**src/rtl/irq_level_pkg.sv**
```systemverilog
package irq_level_pkg;
  localparam int unsigned WORD_W   = 32;
  localparam int unsigned LANES    = WORD_W / 8;
  localparam int unsigned NUM_LVL  = 7;
  localparam int unsigned CTL_LANE = 3;
  localparam int unsigned BIT_MEN  = 24;
  localparam int unsigned BIT_SW1  = 25;
  localparam int unsigned BIT_SW3  = 27;
  localparam int unsigned BIT_CLK  = 31;
  localparam int unsigned LVL_CLK  = 6;

  typedef struct packed {
    logic men_clr;
    logic men_set;
    logic ack;
    logic [2:0] sw;
  } ctl_ev_t;

  function automatic ctl_ev_t decode_ctl(input logic we, input logic lane_en,
                                          input logic [WORD_W-1:0] d);
    ctl_ev_t ev;
    logic hit;
    hit        = we & lane_en;
    ev.men_clr = hit & ~d[BIT_MEN];
    ev.men_set = hit & d[BIT_MEN];
    ev.ack     = ev.men_set & ~d[BIT_CLK];
    ev.sw      = ev.men_set ? d[BIT_SW3:BIT_SW1] : 3'b000;
    return ev;
  endfunction
endpackage

```
**src/rtl/irq_tick_div.sv**
```systemverilog
module irq_tick_div #(
  parameter int unsigned DIV = 200000
) (
  input  logic clk_i,
  input  logic rst_ni,
  output logic tick_o
);
  localparam int unsigned CW = (DIV > 2) ? $clog2(DIV) : 1;
  localparam logic [CW-1:0] LAST = CW'(DIV - 1);

  logic [CW-1:0] cnt_q;

  assign tick_o = (cnt_q == LAST);

  always_ff @(posedge clk_i or negedge rst_ni) begin
    if (!rst_ni)      cnt_q <= '0;
    else if (tick_o)  cnt_q <= '0;
    else              cnt_q <= cnt_q + 1'b1;
  end


  tick_single_chk: assert property (@(posedge clk_i) disable iff (!rst_ni)
    tick_o |=> !tick_o);

  cnt_range_chk: assert property (@(posedge clk_i) disable iff (!rst_ni)
    cnt_q <= LAST);
endmodule

```
**src/rtl/irq_ctl_word.sv**
```systemverilog
module irq_ctl_word
  import irq_level_pkg::*;
(
  input  logic              clk_i,
  input  logic              rst_ni,
  input  logic              wr_en_i,
  input  logic [LANES-1:0]  wr_be_i,
  input  logic [WORD_W-1:0] wr_data_i,
  output logic [WORD_W-1:0] word_o
);
  logic [WORD_W-1:0] word_q;

  for (genvar k = 0; k < LANES; k++) begin : g_lane
    always_ff @(posedge clk_i or negedge rst_ni) begin
      if (!rst_ni)                      word_q[8*k +: 8] <= '0;
      else if (wr_en_i && wr_be_i[k])   word_q[8*k +: 8] <= wr_data_i[8*k +: 8];
    end
  end

  assign word_o = word_q;


  full_write_chk: assert property (@(posedge clk_i) disable iff (!rst_ni)
    (wr_en_i && (&wr_be_i)) |=> (word_o == $past(wr_data_i)));

  idle_hold_chk: assert property (@(posedge clk_i) disable iff (!rst_ni)
    !wr_en_i |=> $stable(word_o));
endmodule

```
**src/rtl/irq_lvl_ctl.sv**
```systemverilog
module irq_lvl_ctl
  import irq_level_pkg::*;
(
  input  logic               clk_i,
  input  logic               rst_ni,
  input  logic               tick_i,
  input  logic               wr_en_i,
  input  logic               ctl_lane_i,
  input  logic [WORD_W-1:0]  wr_data_i,
  input  logic [WORD_W-1:0]  word_i,
  output logic [NUM_LVL-1:0] lvl_o
);
  ctl_ev_t ev;
  logic tick_arm;
  logic [NUM_LVL-1:0] lvl_q, lvl_d;

  assign ev       = decode_ctl(wr_en_i, ctl_lane_i, wr_data_i);
  assign tick_arm = tick_i & word_i[BIT_CLK] & word_i[BIT_MEN];

  // Priority: master clear > tick set > acknowledge clear
  always_comb begin
    lvl_d = lvl_q;
    lvl_d[2:0] = lvl_q[2:0] | ev.sw;
    if (ev.ack)   lvl_d[LVL_CLK] = 1'b0;
    if (tick_arm) lvl_d[LVL_CLK] = 1'b1;
    lvl_d[5:3] = 3'b000;
    if (ev.men_clr) lvl_d = '0;
  end

  always_ff @(posedge clk_i or negedge rst_ni) begin
    if (!rst_ni) lvl_q <= '0;
    else         lvl_q <= lvl_d;
  end

  assign lvl_o = lvl_q;


  master_clr_chk: assert property (@(posedge clk_i) disable iff (!rst_ni)
    (wr_en_i && ctl_lane_i && !wr_data_i[BIT_MEN]) |=> (lvl_o == '0));

  sw_post_chk: assert property (@(posedge clk_i) disable iff (!rst_ni)
    (wr_en_i && ctl_lane_i && wr_data_i[BIT_MEN] && wr_data_i[BIT_SW1]) |=> lvl_o[0]);

  sw_sticky_chk: assert property (@(posedge clk_i) disable iff (!rst_ni)
    !(wr_en_i && ctl_lane_i && !wr_data_i[BIT_MEN])
      |=> ((lvl_o[2:0] & $past(lvl_o[2:0])) == $past(lvl_o[2:0])));

  tick_set_chk: assert property (@(posedge clk_i) disable iff (!rst_ni)
    (tick_i && word_i[BIT_CLK] && word_i[BIT_MEN]
      && !(wr_en_i && ctl_lane_i && !wr_data_i[BIT_MEN])) |=> lvl_o[LVL_CLK]);

  clk_rise_chk: assert property (@(posedge clk_i) disable iff (!rst_ni)
    (!lvl_o[LVL_CLK] && !tick_i) |=> !lvl_o[LVL_CLK]);

  mid_low_chk: assert property (@(posedge clk_i) disable iff (!rst_ni)
    lvl_o[5:3] == 3'b000);

  no_lane_chk: assert property (@(posedge clk_i) disable iff (!rst_ni)
    (!tick_i && !(wr_en_i && ctl_lane_i)) |=> $stable(lvl_o));
endmodule

```
**src/rtl/irq_level_ctl.sv**
```systemverilog
module irq_level_ctl
  import irq_level_pkg::*;
#(
  parameter int unsigned CLK_HZ  = 20000000,
  parameter int unsigned TICK_HZ = 100
) (
  input  logic        clk_i,
  input  logic        rst_ni,
  input  logic        wr_en_i,
  input  logic [3:0]  wr_be_i,
  input  logic [31:0] wr_data_i,
  output logic [31:0] rd_data_o,
  output logic [6:0]  irq_o
);
  localparam int unsigned DIV = CLK_HZ / TICK_HZ;

  logic tick;
  logic [WORD_W-1:0] word;

  irq_tick_div #(.DIV(DIV)) i_div (
    .clk_i  (clk_i),
    .rst_ni (rst_ni),
    .tick_o (tick)
  );

  irq_ctl_word i_word (
    .clk_i     (clk_i),
    .rst_ni    (rst_ni),
    .wr_en_i   (wr_en_i),
    .wr_be_i   (wr_be_i),
    .wr_data_i (wr_data_i),
    .word_o    (word)
  );

  irq_lvl_ctl i_lvl (
    .clk_i      (clk_i),
    .rst_ni     (rst_ni),
    .tick_i     (tick),
    .wr_en_i    (wr_en_i),
    .ctl_lane_i (wr_be_i[CTL_LANE]),
    .wr_data_i  (wr_data_i),
    .word_i     (word),
    .lvl_o      (irq_o)
  );

  assign rd_data_o = word;

  initial begin
    if (DIV < 2) $error("tick divider must be at least 2");
  end
endmodule

```
**config.mk**
```make
export PLATFORM = sky130hd
export DESIGN_NAME = irq_level_ctl
export DESIGN_NICKNAME = d
export VERILOG_FILES = /design/src/rtl/irq_level_pkg.sv /design/src/rtl/irq_tick_div.sv /design/src/rtl/irq_ctl_word.sv /design/src/rtl/irq_lvl_ctl.sv /design/src/rtl/irq_level_ctl.sv
export SDC_FILE = /design/constraint.sdc
export NUM_CORES = 1
export LEC_CHECK = 0
export BUFFER_PORTS_ARGS = -buffer_cell sky130_fd_sc_hd__clkbuf_2
export CAP_MARGIN = 20
export CORE_MARGIN = 5
export CORE_UTILIZATION = 30
export CTS_CLUSTER_DIAMETER = 40
export DETAILED_ROUTE_END_ITERATION = 10
export PLACE_DENSITY_LB_ADDON = 0.1
export SETUP_SLACK_MARGIN = 0.2
export SYNTH_ARGS = -nofsm -noshare
export SYNTH_HDL_FRONTEND = slang
export SYNTH_SLANG_ARGS = --single-unit
export TNS_END_PERCENT = 100
```
**constraint.sdc**
```tcl
create_clock -name clk_i -period 4.1 [get_ports clk_i]
set_input_delay 0.82 -clock clk_i [delete_from_list [all_inputs] [get_ports clk_i]]
set_output_delay 0.82 -clock clk_i [all_outputs]
set_load 0.01 [all_outputs]
```
==> run metrics <==
Final TNS setup=0 ns; gr usage total=9.93%; HPWL after detailed placement=3.52 mm; Fmax=571 MHz; via/cell ratio=4.39; GRT met2 Usage=17.4%; chip height=96.5 um; Final ANT Viol Nets=0; Yosys warning count=0; grt ovf=0; CTS Root Cell=clkbuf_8; # setup viols final=0; diode count=0; wirelength, routed=4.62 mm; synth top area cells=dfrtp_1 60%, mux2_2 16%, xnor2_1 3.5%; Final min period=1.75 ns; delay-heaviest family, CP=simple AND/OR/NAND/NOR gates; cts hold-fix bufs=0; core area=7250 um2; Bufs on Longest Clock Path=2; number of port buffers=74; status=completed; Syn-to-layout area delta=28.5%; Post-CTS Setup Inserts=0; VDD IR-drop max=177 uV; commonest non-fill, non-tap cell in the layout=clkbuf_2; fraction of layout cells with a size suffix above 1=48.2%; Avg Cell Area, Syn=13.2 um2; Post-DP Area=2720 um2; CTS Sinks=54; critical-path cell list=nor4b_2 > nand3_1 > nor2_1 > nor2_1; Most Frequent Cell on Critical Path=nor2_1; fraction of registers with async set/reset=100%; starting density of the core=30.9%; max-slew violation count=0; # rows=31; RSZ-0062 raised after global routing=false; Setup Crit Path Kind=register to register; met1 usage=11.4%; initial antenna violation count=0; vias in the first global route=1533; Detailed Route Iter0 Violations=5; Bufs and invs on worst path=0; period utilization=42.7%; most frequent cells in the layout=74 x clkbuf_2, 54 x dfrtp_1, 32 x mux2_2; via count=1535; worst-path fanout max=8; wire per inst=13.2 um; post-route cell area=2880 um2; RD Place Congestion=0.685; first-pass detailed-route iteration total=4; slowest library cell on the worst path=nor2_1; post-synthesis sequential area ratio=60.3%; EDFF count, synth=0; CTS Buf Count=5; Unique masters post-synth=30; Critical Path Source=i_div.cnt_q[6]; num ports=78; Critical R2R Capture=i_div.cnt_q[11]; nets@finish=290; Seq cells post-synth=54; Top Usage Layer GRT=met2; Crit Reg-Reg Startpoint=i_div.cnt_q[6]; global-route wire length before repair=7.11 mm; final hold vios=0; Crit. End Element=register; cts repair resizes=0; Setup Skew=0.00348 ns; share of the synthesized area in the top cell type=60.3%; Cells after Synth=170; relative slew slack=56.8%; CP required=4.26 ns; Die Span X=96.5 um; PD cells=421 nW/um2; Worst-path clk slew=0.09 ns; R2R depth=4; die area=9300 um2; met3 Use GR=3.10%; flop-to-flop setup slack=2.35 ns; DRC Markers=0; worst slew pin tran=0.645 ns; Worst setup SP type=register; worst hold path type=primary input to async pin; clk_lat worst skew=0.30 ns; largest net degree at the start of global routing=41; CP arrival=1.92 ns; slowest cell delay on critical path=0.55 ns; Mapped Area=2240 um2; Max Cap Viol=0; main flop type after synthesis=dfrtp_1; Pleak=1.35 nW; CTS tree=done; H-tree levels=2; Synth area leader=dfrtp_1
==> layout make-up <==
| cell class | instances | area (um2) |
|---|---|---|
| Inverter | 2 | 7.51 |
| Sequential cell | 54 | 1350 |
| Clock buffer | 6 | 82.6 |
| Clock inverter | 2 | 60.1 |
| Fill cell | 745 | 4370 |
| Tap cell | 99 | 124 |
| Multi-Input combinational cell | 111 | 857 |
| Timing Repair Buffer | 76 | 398 |
==> synthesized netlist by cell type (2+ instances only) <==
cell type,number
and4_1,2
and3_1,3
nand2_1,10
a21oi_1,2
dfrtp_1,54
nor2_1,14
nand3_1,9
a31oi_1,3
nor3_2,2
xor2_1,3
inv_1,2
mux2_2,32
buf_4,4
o21ai_0,3
xnor2_1,9
nand4_1,3
nor4b_2,2
==> worst max path at each step <==
stage,slack (ns),depth (start not counted),endpoint
3_5_place_dp,2.21,2,i_div.cnt_q[16]
6_report,2.35,4,i_div.cnt_q[11]
4_1_cts,2.32,4,i_div.cnt_q[11]
2_1_floorplan,2.41,3,i_word.word_o[24]
5_1_grt,2.18,4,i_div.cnt_q[5]
3_3_place_gp,2.23,2,i_word.word_o[9]
==> worst register-to-register path, delay by kind of cell, from the launching register on <==
family,cells,cell delay [ns]
flip-flops,1,0.47
AND/OR/NAND/NOR,4,1.16
==> logic make-up (layout without fill, tap and decap cells) <==
| kind of cell | count (synthesis) | count (layout) | synth area share (%) |
|---|---|---|---|
| AO/OA/AOI/OAI | 11 | 11 | 3.13 |
| XOR/XNOR | 12 | 12 | 4.69 |
| flip-flops | 54 | 54 | 60.3 |
| other | 1 | 3 | 0.167 |
| adder cells (fa/ha/maj) | 1 | 1 | 0.558 |
| AND/OR/NAND/NOR | 51 | 51 | 12.8 |
| buffers and inverters | 7 | 86 | 1.84 |
| multiplexers | 33 | 33 | 16.5 |
==> where the power goes <==
| part | switching, mW | total [mW] | internal, mW |
|---|---|---|---|
| registers | 0.0253 | 0.609 | 0.583 |
| clock network | 0.169 | 0.429 | 0.260 |
| logic | 0.0850 | 0.175 | 0.0896 |
==> registers in the layout (all words and copies together) (netlist names) <==
register       flops
i_div.cnt_q       18
i_lvl.lvl_o        4
i_word.word_o     32
==> stage by stage <==
| stage | cells | util (%) | total power [mW] | worst slack (ns) | hold slack, ns |
|---|---|---|---|---|---|
| floorplan | 172 | - | 0.703 | 2.41 | 0.455 |
| global placement | 341 | 37.5 | 0.796 | 2.23 | 0.482 |
| detailed placement | 341 | 37.5 | 0.798 | 2.21 | 0.483 |
| CTS | 349 | 39.4 | 1.23 | 2.32 | 0.497 |
| global route | 350 | 39.7 | 1.28 | 2.18 | 0.435 |
| finish | 350 | 39.7 | 1.21 | 2.35 | 0.425 |
==> layer usage <==
| layer | share of wire [%] | routed length (um) | up-vias |
|---|---|---|---|
| met5 | 0 | 0 | - |
| met4 | 0.95 | 44 | 0 |
| met3 | 8.4 | 386 | 4 |
| met2 | 46 | 2120 | 52 |
| met1 | 45 | 2070 | 724 |
| li1 | - | - | 755 |
(Power assumes the default switching activity.)
